### src/rtl/srx_pkg.sv
package srx_pkg;
  localparam int DATA_W = 32;
  localparam int BIT_W  = $clog2(DATA_W);
  localparam int LEN_W  = 7;

  typedef enum logic [1:0] {
    IRQ_WORD   = 2'd0,
    IRQ_FEND   = 2'd1,
    IRQ_FSTART = 2'd2,
    IRQ_SERR   = 2'd3
  } irq_mode_e;

  typedef struct packed {
    logic [2:0]       wl;
    logic [LEN_W-1:0] len;
  } phase_cfg_t;

  // index of the last bit of a word for a word-length code
  function automatic logic [BIT_W-1:0] last_bit_idx(input logic [2:0] code);
    case (code)
      3'd0:    return BIT_W'(7);
      3'd1:    return BIT_W'(11);
      3'd2:    return BIT_W'(15);
      3'd3:    return BIT_W'(19);
      3'd4:    return BIT_W'(23);
      default: return BIT_W'(31);
    endcase
  endfunction

  function automatic phase_cfg_t cfg_phase1(input logic [31:0] c);
    phase_cfg_t p;
    p.wl  = c[7:5];
    p.len = c[14:8];
    return p;
  endfunction

  function automatic phase_cfg_t cfg_phase2(input logic [31:0] c);
    phase_cfg_t p;
    p.wl  = c[23:21];
    p.len = c[30:24];
    return p;
  endfunction

  // shift one bit in at the LSB; a new word starts from zero
  function automatic logic [DATA_W-1:0] shift_in(input logic [DATA_W-1:0] prev,
                                                 input logic clr, input logic b);
    logic [DATA_W-1:0] base;
    base = clr ? '0 : prev;
    return {base[DATA_W-2:0], b};
  endfunction
endpackage

### src/rtl/srx_pin_sync.sv
module srx_pin_sync #(
  parameter int STAGES = 2
) (
  input  logic clk,
  input  logic rst_n,
  input  logic edge_rise,
  input  logic fs_inv,
  input  logic sclk,
  input  logic sfs,
  input  logic sdat,
  output logic samp,
  output logic fs_on,
  output logic bit_val
);
  logic [STAGES-1:0][2:0] stg;
  logic                   clk_q;
  logic [2:0]             last;

  always_ff @(posedge clk or negedge rst_n) begin
    if (!rst_n) begin
      stg   <= '0;
      clk_q <= 1'b0;
    end else begin
      stg[0] <= {sclk, sfs, sdat};
      for (int i = 1; i < STAGES; i++) stg[i] <= stg[i-1];
      clk_q <= stg[STAGES-1][2];
    end
  end

  assign last    = stg[STAGES-1];
  assign samp    = edge_rise ? (last[2] & ~clk_q) : (~last[2] & clk_q);
  assign fs_on   = last[1] ^ fs_inv;
  assign bit_val = last[0];
endmodule

### src/rtl/srx_framer.sv
module srx_framer
  import srx_pkg::*;
(
  input  logic       clk,
  input  logic       rst_n,
  input  logic       samp,
  input  logic       fs_on,
  input  logic       dual,
  input  phase_cfg_t cfg1,
  input  phase_cfg_t cfg2,
  output logic       take,
  output logic       first,
  output logic       wdone,
  output logic       fstart,
  output logic       fend,
  output logic       serr
);
  logic             busy, phase, fs_prev;
  logic [BIT_W-1:0] bit_cnt, e_bit;
  logic [LEN_W-1:0] word_cnt, e_word;
  logic             e_ph, lastw;
  phase_cfg_t       cur;

  always_comb begin
    fstart = samp & fs_on & ~fs_prev;
    take   = samp & (busy | fstart);
    e_ph   = fstart ? 1'b0 : phase;
    e_bit  = fstart ? '0 : bit_cnt;
    e_word = fstart ? '0 : word_cnt;
    cur    = e_ph ? cfg2 : cfg1;
    first  = (e_bit == '0);
    wdone  = take & (e_bit == last_bit_idx(cur.wl));
    lastw  = (e_word == cur.len);
    fend   = wdone & lastw & (e_ph | ~dual);
    serr   = fstart & busy;
  end

  always_ff @(posedge clk or negedge rst_n) begin
    if (!rst_n) begin
      busy     <= 1'b0;
      phase    <= 1'b0;
      fs_prev  <= 1'b0;
      bit_cnt  <= '0;
      word_cnt <= '0;
    end else begin
      if (samp) fs_prev <= fs_on;
      if (take) begin
        if (wdone) begin
          bit_cnt <= '0;
          if (lastw) begin
            word_cnt <= '0;
            busy     <= ~fend;
            phase    <= ~fend;
          end else begin
            word_cnt <= e_word + 1'b1;
            busy     <= 1'b1;
            phase    <= e_ph;
          end
        end else begin
          bit_cnt  <= e_bit + 1'b1;
          word_cnt <= e_word;
          busy     <= 1'b1;
          phase    <= e_ph;
        end
      end
    end
  end
endmodule

### src/rtl/srx_datapath.sv
module srx_datapath
  import srx_pkg::*;
(
  input  logic              clk,
  input  logic              rst_n,
  input  logic              take,
  input  logic              first,
  input  logic              bit_val,
  input  logic              wdone,
  input  logic              rd_stb,
  output logic [DATA_W-1:0] rd_data,
  output logic              rd_ready,
  output logic              move
);
  logic [DATA_W-1:0] shreg, buf_q, sh_nxt;
  logic              buf_v;

  assign sh_nxt = shift_in(shreg, first, bit_val);
  assign move   = buf_v & (~rd_ready | rd_stb);

  always_ff @(posedge clk or negedge rst_n) begin
    if (!rst_n) begin
      shreg    <= '0;
      buf_q    <= '0;
      buf_v    <= 1'b0;
      rd_data  <= '0;
      rd_ready <= 1'b0;
    end else begin
      if (take)  shreg <= sh_nxt;
      if (wdone) buf_q <= sh_nxt;
      buf_v <= wdone | (buf_v & ~move);
      if (move) begin
        rd_data  <= buf_q;
        rd_ready <= 1'b1;
      end else if (rd_stb) begin
        rd_ready <= 1'b0;
      end
    end
  end
endmodule

### src/rtl/srx_rx.sv
module srx_rx
  import srx_pkg::*;
#(
  parameter int SYNC_STAGES = 2
) (
  input  logic              clk,
  input  logic              rst_n,
  input  logic [31:0]       ctrl,
  input  logic              sclk,
  input  logic              sfs,
  input  logic              sdat,
  input  logic              rd_stb,
  output logic [DATA_W-1:0] rx_data,
  output logic              rx_ready,
  output logic              rx_irq,
  output logic              rx_sync_err
);
  // named internal events, also observed by the checker
  logic      samp, fs_on, bit_val;
  logic      take, first, wdone, fstart, fend, serr, move;
  irq_mode_e imode;

  assign imode = irq_mode_e'(ctrl[3:2]);

  srx_pin_sync #(.STAGES(SYNC_STAGES)) u_sync (
    .clk(clk), .rst_n(rst_n), .edge_rise(ctrl[0]), .fs_inv(ctrl[1]),
    .sclk(sclk), .sfs(sfs), .sdat(sdat),
    .samp(samp), .fs_on(fs_on), .bit_val(bit_val)
  );

  srx_framer u_frm (
    .clk(clk), .rst_n(rst_n), .samp(samp), .fs_on(fs_on), .dual(ctrl[31]),
    .cfg1(cfg_phase1(ctrl)), .cfg2(cfg_phase2(ctrl)),
    .take(take), .first(first), .wdone(wdone), .fstart(fstart),
    .fend(fend), .serr(serr)
  );

  srx_datapath u_dp (
    .clk(clk), .rst_n(rst_n), .take(take), .first(first), .bit_val(bit_val),
    .wdone(wdone), .rd_stb(rd_stb),
    .rd_data(rx_data), .rd_ready(rx_ready), .move(move)
  );

  always_ff @(posedge clk or negedge rst_n) begin
    if (!rst_n) begin
      rx_irq      <= 1'b0;
      rx_sync_err <= 1'b0;
    end else begin
      rx_sync_err <= serr;
      case (imode)
        IRQ_WORD:   rx_irq <= move;
        IRQ_FEND:   rx_irq <= fend;
        IRQ_FSTART: rx_irq <= fstart;
        default:    rx_irq <= serr;
      endcase
    end
  end
endmodule

### config.mk
export PLATFORM = sky130hd
export DESIGN_NAME = srx_rx
export DESIGN_NICKNAME = d
export VERILOG_FILES = /design/src/rtl/srx_pkg.sv /design/src/rtl/srx_pin_sync.sv /design/src/rtl/srx_framer.sv /design/src/rtl/srx_datapath.sv /design/src/rtl/srx_rx.sv
export SDC_FILE = /design/constraint.sdc
export NUM_CORES = 1
export LEC_CHECK = 0
export ABC_AREA = 1
export BUFFER_PORTS_ARGS = -buffer_cell sky130_fd_sc_hd__buf_2
export CORE_AREA = 2 2 116 118
export CTS_BUF_LIST = sky130_fd_sc_hd__clkbuf_4 sky130_fd_sc_hd__clkbuf_8
export DETAILED_ROUTE_END_ITERATION = 10
export DIE_AREA = 0 0 118 120
export SLEW_MARGIN = 20
export SYNTH_ARGS = -nofsm -noshare
export SYNTH_HDL_FRONTEND = slang
export SYNTH_HIERARCHICAL = 1
export SYNTH_SLANG_ARGS = --single-unit
### constraint.sdc
create_clock -name clk -period 3.14 [get_ports clk]
set_input_delay 0.628 -clock clk [delete_from_list [all_inputs] [get_ports clk]]
set_output_delay 0.628 -clock clk [all_outputs]
set_load 0.1 [all_outputs]
==> results of run 1 <==
-- layout make-up --
type	count	area (um^2)	area share, %
clock inverter	7	92.6	1.45
timing repair buffer	73	425	6.65
sequential	121	3030	47.3
multi-input combinational	423	2040	31.9
tap	176	220	3.44
inverter	76	285	4.46
clock buffer	24	305	4.77
-- cells in the mapped netlist (all sizes together) --
master	number
o21bai	1
nand2	180
o21ai	39
o22ai	3
clkbuf	2
nor2	51
ha	3
nand3b	6
buf	33
nand4	2
nand3	93
o31ai	4
xnor2	1
dfrtp	121
xor2	7
inv	76
a21oi	33
-- power by group through the flow --
stage	logic (W)	registers (W)	clock network, W
3_3_place_gp	0.00313	0.00262	0
3_5_place_dp	0.00318	0.00264	0
4_1_cts	0.00319	0.00262	0.00143
2_1_floorplan	0.00119	0.00407	0
6_report	0.00316	0.00261	0.00138
5_1_grt	0.00344	0.00270	0.00149
-- flip-flops by register name, indices dropped and copies added, names as in the netlist, 3 cells and up --
register and count:
u_dp/buf_q 32, u_dp/rd_data 32, u_dp/shreg 31, u_frm/bit_cnt 5, u_frm/word_cnt 7, u_sync/last 3
u_sync/stg 3
-- cells by family (layout without fill, tap and decap cells) --
logic type | after synthesis | count (layout) | share of synthesized area [%]
simple gates | 332 | 332 | 26.7
xor+xnor | 8 | 8 | 1.25
fa+ha+maj | 3 | 3 | 0.669
buf+inv | 111 | 180 | 9.72
flops | 121 | 121 | 53.9
compound gates | 80 | 80 | 7.78
-- critical path: stages (launching register included) --
cell,delay [ns]
sky130_fd_sc_hd__dfrtp_1,0.39
sky130_fd_sc_hd__nand3_1,0.08
sky130_fd_sc_hd__nand2_1,0.15
sky130_fd_sc_hd__nand2_2,0.13
sky130_fd_sc_hd__nor2_4,0.07
sky130_fd_sc_hd__nor2_1,0.16
sky130_fd_sc_hd__ha_1,0.20
sky130_fd_sc_hd__inv_1,0.07
sky130_fd_sc_hd__nor2_1,0.14
sky130_fd_sc_hd__nand2_1,0.07
sky130_fd_sc_hd__nor2_1,0.09
sky130_fd_sc_hd__nand2_1,0.10
sky130_fd_sc_hd__nor2_4,0.32
sky130_fd_sc_hd__buf_12,0.22
sky130_fd_sc_hd__nand3_1,0.10
sky130_fd_sc_hd__o21ai_1,0.13
-- per-layer routing --
layer,vias to the layer above,global-route usage (%),wire [um]
met3,18,4.56,431
met2,75,27.5,5170
met4,0,6.48,186
li1,2192,-,-
met5,-,0,0
met1,1994,21.8,5030
-- per-stage QoR --
step | hold WS [ns] | cell area, um^2 | power (W)
final | 0.166 | 6400 | 0.00715
after global routing | 0.182 | 6400 | 0.00764
after CTS | 0.161 | 6400 | 0.00723
after detailed placement | 0.336 | 6000 | 0.00582
after global placement | 0.333 | 6000 | 0.00574
after floorplan | 0.331 | 5610 | 0.00526
-- worst min-delay path by stage --
stage / end / cells after the start
2_1_floorplan: rx_irq$_DFF_PN0_ / 0
3_3_place_gp: u_sync/last[1]$_DFF_PN0_ / 0
3_5_place_dp: u_sync/last[1]$_DFF_PN0_ / 0
4_1_cts: u_dp/rd_data[23]$_DFFE_PN0P_ / 1
5_1_grt: u_dp/rd_data[23]$_DFFE_PN0P_ / 1
6_report: u_dp/rd_data[23]$_DFFE_PN0P_ / 1
==> flow_summary.ini, run 1 <==
[outcome]
status = complete, no violations

[finish]
fraction_of_final_layout_cells_sized_beyond_drive_strength_1_pct = 18.9
areaGrowthSynthToFinish_pct = 14.0
num_antenna_cells = 0
final_cell_count_without_fillers = 900
mostFrequentLayoutCell = sky130_fd_sc_hd__nand2_1
finish.utilization_pct = 49.3
filler_cell_count = 1295
fin_nets = 753
highest_count_cells_in_the_layout_ignoring_fill_and_taps = 164 x sky130_fd_sc_hd__nand2_1, 121 x sky130_fd_sc_hd__dfrtp_1, 90 x sky130_fd_sc_hd__nand3_1

[pwr]
combinationalPowerShare_pct = 44.2
clockPowerShare_pct = 19.3
p_int_w = 0.00367
sw_frac_of_total_pct = 48.7
power_switching_w = 0.00348
p_seq_share_pct = 36.5
peak_supply_drop_uv = 492
power.density_cell_area_nw_per_um2 = 1120
power_leakage_nw = 3.40

[detailed_routing]
avgRoutedWirePerCell_um = 12.0
ant_nets = 0
routed_via_density = 4.75
detail_route.wirelength_um = 10800
vias = 4279
drt_iter0_markers = 241
number_of_design_rule_violations_left_after_detail_routing = 0
drt-pass1-iter-count = 4

[floorplan]
placeableCoreArea_um2 = 13000
chipWidth_um = 118
floorplan.die_area_um2 = 14200
initial_utilization_pct = 43.3
floorplan.die.height_um = 120
placementRows = 42
ioPinCount = 73

[clocking]
clk_transition_reported_paths_ns = 0.07
clock_tree.htree_level_count = 4
numCtsBuffers = 17
holdBufCountCts = 0
tritoncts_sink_count = 121
cts_repair_resize_count = 0
clock_insertion_delay_worst_skew_ns = 0.42
clock_path_buffers = 2
cts-root-buf = sky130_fd_sc_hd__clkbuf_8
post_cts_setup_repair_bufs = 0
cts_tree = built

[sta]
setup_total_negative_slack_ns = 0
slew_violations = 0
timing.slew.headroom_pct = 39.6
grt_setup_unrepaired = false
final_worst_path_cycle_share_pct = 80.5
fin_ws_ns = 0.612
timing.final.setup_violations = 0
max_freq_mhz = 396
final_period_minus_worst_setup_slack_ns = 2.53
number_of_hold_violations_in_the_final_report = 0
worst_clock_skew_ns = 0.0136
tightest_slew_ns = 0.905

[worst_setup_path]
ff2ff_path_depth = 15
cp-startpoint = u_sync/last[2]$_DFF_PN0_
worstSetupEndpointType = flop
timing.reg2reg.setup_slack_ns = 0.61
startpoint_of_the_lowest_slack_register_to_register_path = u_sync/last[2]$_DFF_PN0_
setup.worst_path.end = u_dp/buf_q[25]$_DFFE_PN0P_
timing.setup.critical_path_class = reg2reg
required_arrival_time_at_the_worst_endpoint_ns = 3.49
rr_endpoint = u_dp/buf_q[25]$_DFFE_PN0P_
worstPathMaxFanout = 31
critPathLaunchType = flop
worst_ep_arrival_time_ns = 2.87

[job]
max_cap_viol_count = 0

[global_route]
grt_pass1_wl_um = 19500
first_global_vias = 4307
grt_max_degree = 72
antenna_found_initial = 0
gr-total-overflow = 0
grtUsageTotal_pct = 17.0

[logic_synthesis]
synth.cell_area_um2 = 5610
synth_fp_nets = 696
syn_avg_cell_area_um2 = 8.57
synth-warning-count = 6
synthesis.instances = 655
synth-seq-area-share_pct = 53.9
synthDominantAreaCellType = sky130_fd_sc_hd__dfrtp_1
synth-seq-cells = 121
post-synth-top-area-fraction_pct = 53.9
yosys.cell_types.count = 29
ys_top_cells_by_area = sky130_fd_sc_hd__dfrtp_1 54%, sky130_fd_sc_hd__nand2_1 11%, sky130_fd_sc_hd__nand3_1 8.0%

[placed_design]
preCtsSetupSlack_ns = 0.240
placedCellCount = 869
finalWeightedCongestion = 0.809
dp_hpwl_um = 7030
port_buffers = 65

[min_path]
worstHoldPathType = in2async
No activity file was read; power rests on OpenSTA's default activity.
==> run 2, diff against run 1 <==
--- a/config.mk
+++ b/config.mk
@@ -5,12 +5,12 @@
 export SDC_FILE = /design/constraint.sdc
 export NUM_CORES = 1
 export LEC_CHECK = 0
-export ABC_AREA = 1
+export ABC_AREA = 0
 export BUFFER_PORTS_ARGS = -buffer_cell sky130_fd_sc_hd__buf_2
-export CORE_AREA = 2 2 116 118
+export CORE_AREA = 2 2 117 119
 export CTS_BUF_LIST = sky130_fd_sc_hd__clkbuf_4 sky130_fd_sc_hd__clkbuf_8
 export DETAILED_ROUTE_END_ITERATION = 10
-export DIE_AREA = 0 0 118 120
+export DIE_AREA = 0 0 119 121
 export SLEW_MARGIN = 20
 export SYNTH_ARGS = -nofsm -noshare
 export SYNTH_HDL_FRONTEND = slang
==> constraint.sdc (replaced) <==
create_clock -name clk -period 2.4 [get_ports clk]
set_input_delay 0.48 -clock clk [delete_from_list [all_inputs] [get_ports clk]]
set_output_delay 0.48 -clock clk [all_outputs]
set_load 0.1 [all_outputs]
==> run 2 against run 1 <==
  * The flow now finishes with violations (negative setup slack)
  * Highest routed layer unchanged
  * First-iteration DRC count down 14%
  * Count of clock-buffer cells in the layout rose by 1
  * Final cell count is 17% lower
  * Synthesized cell count shrank 31%
  * Via count fell by 9.6%
==> flow_summary.ini, run 2 <==
[outcome]
status = finished with violations
failed_checks = negative setup slack

[detailed_routing]
detail_route.wirelength_um = 12100
drt_iter0_markers = 208
number_of_design_rule_violations_left_after_detail_routing = 0
routed_via_density = 5.17
avgRoutedWirePerCell_um = 16.2
ant_nets = 0
drt-pass1-iter-count = 5
vias = 3869

[clocking]
clock_path_buffers = 2
tritoncts_sink_count = 121
clock_tree.htree_level_count = 4
clock_insertion_delay_worst_skew_ns = 0.43
cts-root-buf = sky130_fd_sc_hd__clkbuf_8
cts_tree = built
clk_transition_reported_paths_ns = 0.07
numCtsBuffers = 17

[global_route]
grtUsageTotal_pct = 17.9
grt_max_degree = 45
grt_pass1_wl_um = 20200
gr-total-overflow = 0
first_global_vias = 4113
antenna_found_initial = 0

[logic_synthesis]
synthesis.instances = 453
yosys.area_share.adder_pct = 0.665
synth_fp_nets = 494
synth-seq-area-share_pct = 53.7
synth-warning-count = 6
synth-seq-cells = 121
synthDominantAreaCellType = sky130_fd_sc_hd__dfrtp_1
synth.mux.area_fraction_pct = 21.8
ys_top_cells_by_area = sky130_fd_sc_hd__dfrtp_1 54%, sky130_fd_sc_hd__mux2_2 13%, sky130_fd_sc_hd__mux2_4 7.7%
synthFlopType = sky130_fd_sc_hd__dfrtp_1
synth-simple-area-share_pct = 12.3
yosys.area_share.xor_xnor_pct = 1.40
synth.cell_area_um2 = 5640
post-synth-top-area-fraction_pct = 53.7
dominant_combinational_cell_family_by_area_after_synthesis = multiplexers
synth_enable_flop_cells = 0
async_flop_share_pct = 100
yosys.cell_types.count = 54
synth_most_common_cell = sky130_fd_sc_hd__dfrtp_1
netlist_top_cells_count = 121 x sky130_fd_sc_hd__dfrtp_1, 66 x sky130_fd_sc_hd__mux2_2, 33 x sky130_fd_sc_hd__nor2b_1
syn_avg_cell_area_um2 = 12.5
synth_compound_area_share_pct = 6.61

[min_path]
worstHoldPathType = in2async

[finish]
layout.cell_area.non_filler_um2 = 7280
layout_top_registers = u_dp/buf_q (32), u_dp/rd_data (32), u_dp/shreg (31)
finish.utilization_pct = 55.7
fin_nets = 600
mostFrequentLayoutCell = sky130_fd_sc_hd__dfrtp_1
fraction_of_final_layout_cells_sized_beyond_drive_strength_1_pct = 46.9
areaGrowthSynthToFinish_pct = 29.1
filler_cell_count = 1117
highest_count_cells_in_the_layout_ignoring_fill_and_taps = 121 x sky130_fd_sc_hd__dfrtp_1, 64 x sky130_fd_sc_hd__buf_2, 59 x sky130_fd_sc_hd__mux2_4
num_antenna_cells = 0

[placed_design]
finalWeightedCongestion = 0.810
dp_hpwl_um = 7460
placement.cell_area_um2 = 6430
port_buffers = 65

[sta]
setup_total_negative_slack_ns = -6.75
number_of_hold_violations_in_the_final_report = 0
fin_ws_ns = -0.237
worst_clock_skew_ns = 0.00995
tightest_slew_ns = 0.547
timing.final.setup_violations = 43
timing.slew.headroom_pct = 63.6
final_period_minus_worst_setup_slack_ns = 2.64
max_freq_mhz = 379
grt_setup_unrepaired = true
final_worst_path_cycle_share_pct = 110
slew_violations = 0

[worst_setup_path]
worstPathMaxFanout = 5
cp.buffers_inverters = 2
critical_path.top_delay_family = compound AO/OA/AOI/OAI gates
required_arrival_time_at_the_worst_endpoint_ns = 2.71
worstSetupEndpointType = flop
critPathLaunchType = flop
worst_ep_arrival_time_ns = 2.94
crit_path_top_delay_cell = sky130_fd_sc_hd__mux4_2
crit_chain = nand3b_1, o21ai_4, nand3b_4, buf_6, a221oi_4, nor4_2, a31oi_1, a31o_2, buf_4, a211oi_2, mux4_2
slowest_delay_ns = 0.45
timing.setup.critical_path_class = reg2reg

[job]
max_cap_viol_count = 0

[floorplan]
placeableCoreArea_um2 = 13100
placementRows = 42
ioPinCount = 73
initial_utilization_pct = 43.1
floorplan.die.height_um = 121
floorplan.die_area_um2 = 14400
chipWidth_um = 119

[pwr]
peak_supply_drop_uv = 443
power.total_w = 0.00541
power_leakage_nw = 3.64
power.density_cell_area_nw_per_um2 = 742
-- run 2: cell types whose count changed after synthesis, sizes merged, moves of 16 or more --
cell / change
o21ai: -16
nor2b: +33
inv: -66
mux2: +95
buf: -17
a21oi: -26
nand3: -84
nor2: -38
nand2: -148
-- run 2: timing repair --
| item | CTS | global route |
|---|---|---|
| cloned | 2 | 1 |
| pin swaps | 1 | 2 |
| setup endpoints to repair | 46 | 46 |
| setup buffers | 10 | 0 |
| resized for setup | 53 | 5 |
| hold buffers | 0 | 0 |
-- run 2: path summary, 6_finish.rpt --
kind / to / slack [ns] / start / cells after the start
setup / recovery: rx_irq$_DFF_PN0_ / -0.24 / u_sync/clk_q$_DFF_PN0_ / 11
hold / removal: u_dp/rd_data[1]$_DFFE_PN0P_ / 0.04 / rst_n / 1
setup reg to reg: rx_irq$_DFF_PN0_ / -0.24 / u_sync/clk_q$_DFF_PN0_ / 11
hold reg to reg: u_sync/last[2]$_DFF_PN0_ / 0.35 / u_sync/stg[2]$_DFF_PN0_ / 0
max in group asynchronous: u_dp/buf_q[28]$_DFFE_PN0P_ / 1.71 / rst_n / 2
min in group clk: u_sync/stg[1]$_DFF_PN0_ / 0.15 / sfs / 1
-- run 2: kinds of logic after synthesis --
kind of cell,Yosys count
compound gates,58
simple gates,126
mux,99
xor+xnor,9
buf+inv,37
fa+ha+maj,3
flops,121
-- run 2: metal layers --
| layer | routed length, um | GRT usage, % | share of wire [%] | vias up |
|---|---|---|---|---|
| met5 | 0 | 0 | 0 | - |
| met4 | 216 | 8.41 | 1.8 | 0 |
| met3 | 539 | 4.75 | 4.5 | 16 |
| met2 | 5960 | 29.1 | 49 | 92 |
| met1 | 5390 | 22.4 | 45 | 1944 |
| li1 | - | - | - | 1817 |
-- run 2: power by group --
group	leakage (nW)	switching [W]	internal [W]
logic	1.76	0.000451	0.000433
clock network	0.250	0.000759	0.00141
registers	1.63	0.000131	0.00223
-- run 2: metrics by stage --
stage | std cells | setup slack (ns) | hold WS [ns]
4_1_cts | 747 | -0.174 | 0.0322
3_5_place_dp | 703 | -0.417 | 0.342
5_1_grt | 748 | -0.326 | 0.0543
6_report | 748 | -0.237 | 0.0399
3_3_place_gp | 703 | -0.369 | 0.332
2_1_floorplan | 453 | -0.449 | 0.184
-- run 2: area by class of cell --
cell class	instances	area [um^2]	share of cell area, %
well taps	176	220	3.02
clock buffers	25	325	4.47
inverters	10	47.5	0.653
flip-flops and latches	121	3030	41.6
multi-input cells	296	2690	36.9
repair buffers	113	815	11.2
clock inverters	7	160	2.20
==> run 3, diff against run 2 <==
--- a/config.mk
+++ b/config.mk
@@ -7,10 +7,11 @@
 export LEC_CHECK = 0
 export ABC_AREA = 0
 export BUFFER_PORTS_ARGS = -buffer_cell sky130_fd_sc_hd__buf_2
-export CORE_AREA = 2 2 117 119
+export CORE_AREA = 2 2 105 107
 export CTS_BUF_LIST = sky130_fd_sc_hd__clkbuf_4 sky130_fd_sc_hd__clkbuf_8
 export DETAILED_ROUTE_END_ITERATION = 10
-export DIE_AREA = 0 0 119 121
+export DIE_AREA = 0 0 107 109
+export PLACE_DENSITY = 0.75
 export SLEW_MARGIN = 20
 export SYNTH_ARGS = -nofsm -noshare
 export SYNTH_HDL_FRONTEND = slang
==> run 3 against run 2 <==
  * The run still ends with negative setup slack left
  * Critical path depth increased by 5
  * Hold slack improved by 0.12 ns
  * Routed wire length rose by 4.7%
  * Design area increased by 2.0%
  * Die area decreased by 19%
  * Final cell count fell by 3.7%
  * Count of clock-buffer cells in the layout shrank 4
  * Combinational power up 13%
  * Critical path type unchanged
  * Largest power group unchanged
  * Highest routed layer unchanged
==> flow_summary.ini, run 3 (synthesis results as in run 2) <==
[finish]
highest_count_cells_in_the_layout_ignoring_fill_and_taps = 121 x sky130_fd_sc_hd__dfrtp_1, 64 x sky130_fd_sc_hd__buf_2, 60 x sky130_fd_sc_hd__mux2_4
ff_latch_area_um2 = 3030
areaGrowthSynthToFinish_pct = 31.6
layout_top_registers = u_dp/buf_q (32), u_dp/rd_data (32), u_dp/shreg (31)
mostFrequentLayoutCell = sky130_fd_sc_hd__dfrtp_1
num_antenna_cells = 0
fin_nets = 610
filler_cell_count = 711
fraction_of_final_layout_cells_sized_beyond_drive_strength_1_pct = 50.7
multi_input_gate_area_in_the_final_layout_um2 = 2770
final_cell_count_without_fillers = 720

[sta]
slew_violations = 0
final_worst_path_cycle_share_pct = 112
fin_ws_ns = -0.278
grt_setup_unrepaired = true
timing.slew.headroom_pct = 67.4
timing.final.setup_violations = 44
tightest_slew_ns = 0.492
max_freq_mhz = 373
number_of_hold_violations_in_the_final_report = 0
worst_clock_skew_ns = 0.00911
final_period_minus_worst_setup_slack_ns = 2.68

[global_route]
first_global_vias = 3989
gr-total-overflow = 0
grt_pass1_wl_um = 19500
grtUsageTotal_pct = 21.5
grt_max_degree = 47
antenna_found_initial = 0

[worst_setup_path]
cp.buffers_inverters = 6
crit_path_top_delay_cell = sky130_fd_sc_hd__dfrtp_1
required_arrival_time_at_the_worst_endpoint_ns = 2.70
slowest_delay_ns = 0.39
startpoint_of_the_lowest_slack_register_to_register_path = u_sync/last[2]$_DFF_PN0_
worstPathMaxFanout = 8
critPathLaunchType = flop
worstSetupEndpointType = flop
cp-startpoint = u_sync/last[2]$_DFF_PN0_
critical_path.top_delay_family = buffers and inverters
crit_chain = buf_6, nand3b_1, o21ai_4, nand3b_4, buf_12, nand2_4, inv_4, ha_4, nand3_2, nor4_2, a31oi_2, a31o_4, inv_8, buf_12, buf_12, mux2_4
cpMostUsedCell = sky130_fd_sc_hd__buf_12
worst_ep_arrival_time_ns = 2.98
timing.setup.critical_path_class = reg2reg

[detailed_routing]
drt_iter0_markers = 240
number_of_design_rule_violations_left_after_detail_routing = 0
detail_route.wirelength_um = 12700
routed_via_density = 5.48
drt-pass1-iter-count = 4
ant_nets = 0
avgRoutedWirePerCell_um = 17.6
vias = 3948

[floorplan]
chipWidth_um = 107
floorplan.die.height_um = 109
placeableCoreArea_um2 = 10600
placementRows = 38
initial_utilization_pct = 53.2
ioPinCount = 73
floorplan.die_area_um2 = 11700

[placed_design]
port_buffers = 65
preCtsSetupSlack_ns = -0.382
placedCellCount = 667
dp_hpwl_um = 7460
finalWeightedCongestion = 0.855

[clocking]
cts-root-buf = sky130_fd_sc_hd__clkbuf_8
numCtsBuffers = 17
clock_insertion_delay_worst_skew_ns = 0.42
clock_path_buffers = 2
clock_tree.htree_level_count = 4
clk_transition_reported_paths_ns = 0.06
tritoncts_sink_count = 121
cts_tree = built

[outcome]
failed_checks = negative setup slack
status = finished with violations

[min_path]
worstHoldPathType = in2reg
hold_start = sclk

[pwr]
power.density_cell_area_nw_per_um2 = 701
power_leakage_nw = 3.71
peak_supply_drop_uv = 509

[job]
max_cap_viol_count = 0
==> run 3: worst paths after layout <==
kind                                                 to  slack, ns  depth (start not counted)
min                             u_sync/stg[2]$_DFF_PN0_       0.16                          1
max in group asynchronous    u_dp/shreg[17]$_DFFE_PN0P_       1.25                          3
min reg2reg                    u_sync/last[0]$_DFF_PN0_       0.35                          0
min in group asynchronous  u_dp/rd_data[27]$_DFFE_PN0P_       0.56                          2
max                          u_dp/buf_q[25]$_DFFE_PN0P_      -0.28                         16
max reg2reg                  u_dp/buf_q[25]$_DFFE_PN0P_      -0.28                         16
==> run 3: layout make-up <==
class | instances | area share [%]
multi-input cells | 295 | 37.3
inverters | 10 | 0.708
clock inverters | 9 | 1.65
clock buffers | 21 | 3.81
repair buffers | 124 | 13.4
well taps | 140 | 2.36
flip-flops and latches | 121 | 40.8
==> run 3: layer usage <==
metal | GRT usage, % | wire length [um]
met1 | 27.6 | 5540
met2 | 35.9 | 6460
met3 | 4.24 | 435
met4 | 9.00 | 240
met5 | 0 | 0
==> run 3: where the power goes <==
part | switching (W) | internal (W)
combinational | 0.000498 | 0.000502
sequential | 0.000140 | 0.00223
clock | 0.000738 | 0.00110
total | 0.00138 | 0.00383
==> run 3: repair_timing <==
action	4_1_cts	5_1_grt
pin swaps	7	8
hold endpoints to repair	9	0
gates cloned	0	5
setup endpoints to repair	44	51
hold buffers	1	0
buffers inserted	12	6
gates resized for setup	34	58
==> run 3: per-stage QoR <==
step | utilization (%) | area, um^2 | TNS, ns | power (W) | hold WS (ns)
2_1_floorplan | - | 5790 | -15.79 | 0.00293 | 0.184
3_3_place_gp | 60.6 | 6420 | -13.26 | 0.00317 | 0.333
3_5_place_dp | 60.6 | 6420 | -13.80 | 0.00322 | 0.336
4_1_cts | 66.6 | 7060 | -6.72 | 0.00513 | 0.135
5_1_grt | 70.0 | 7430 | -12.66 | 0.00545 | 0.138
6_report | 70.0 | 7430 | -7.88 | 0.00520 | 0.164
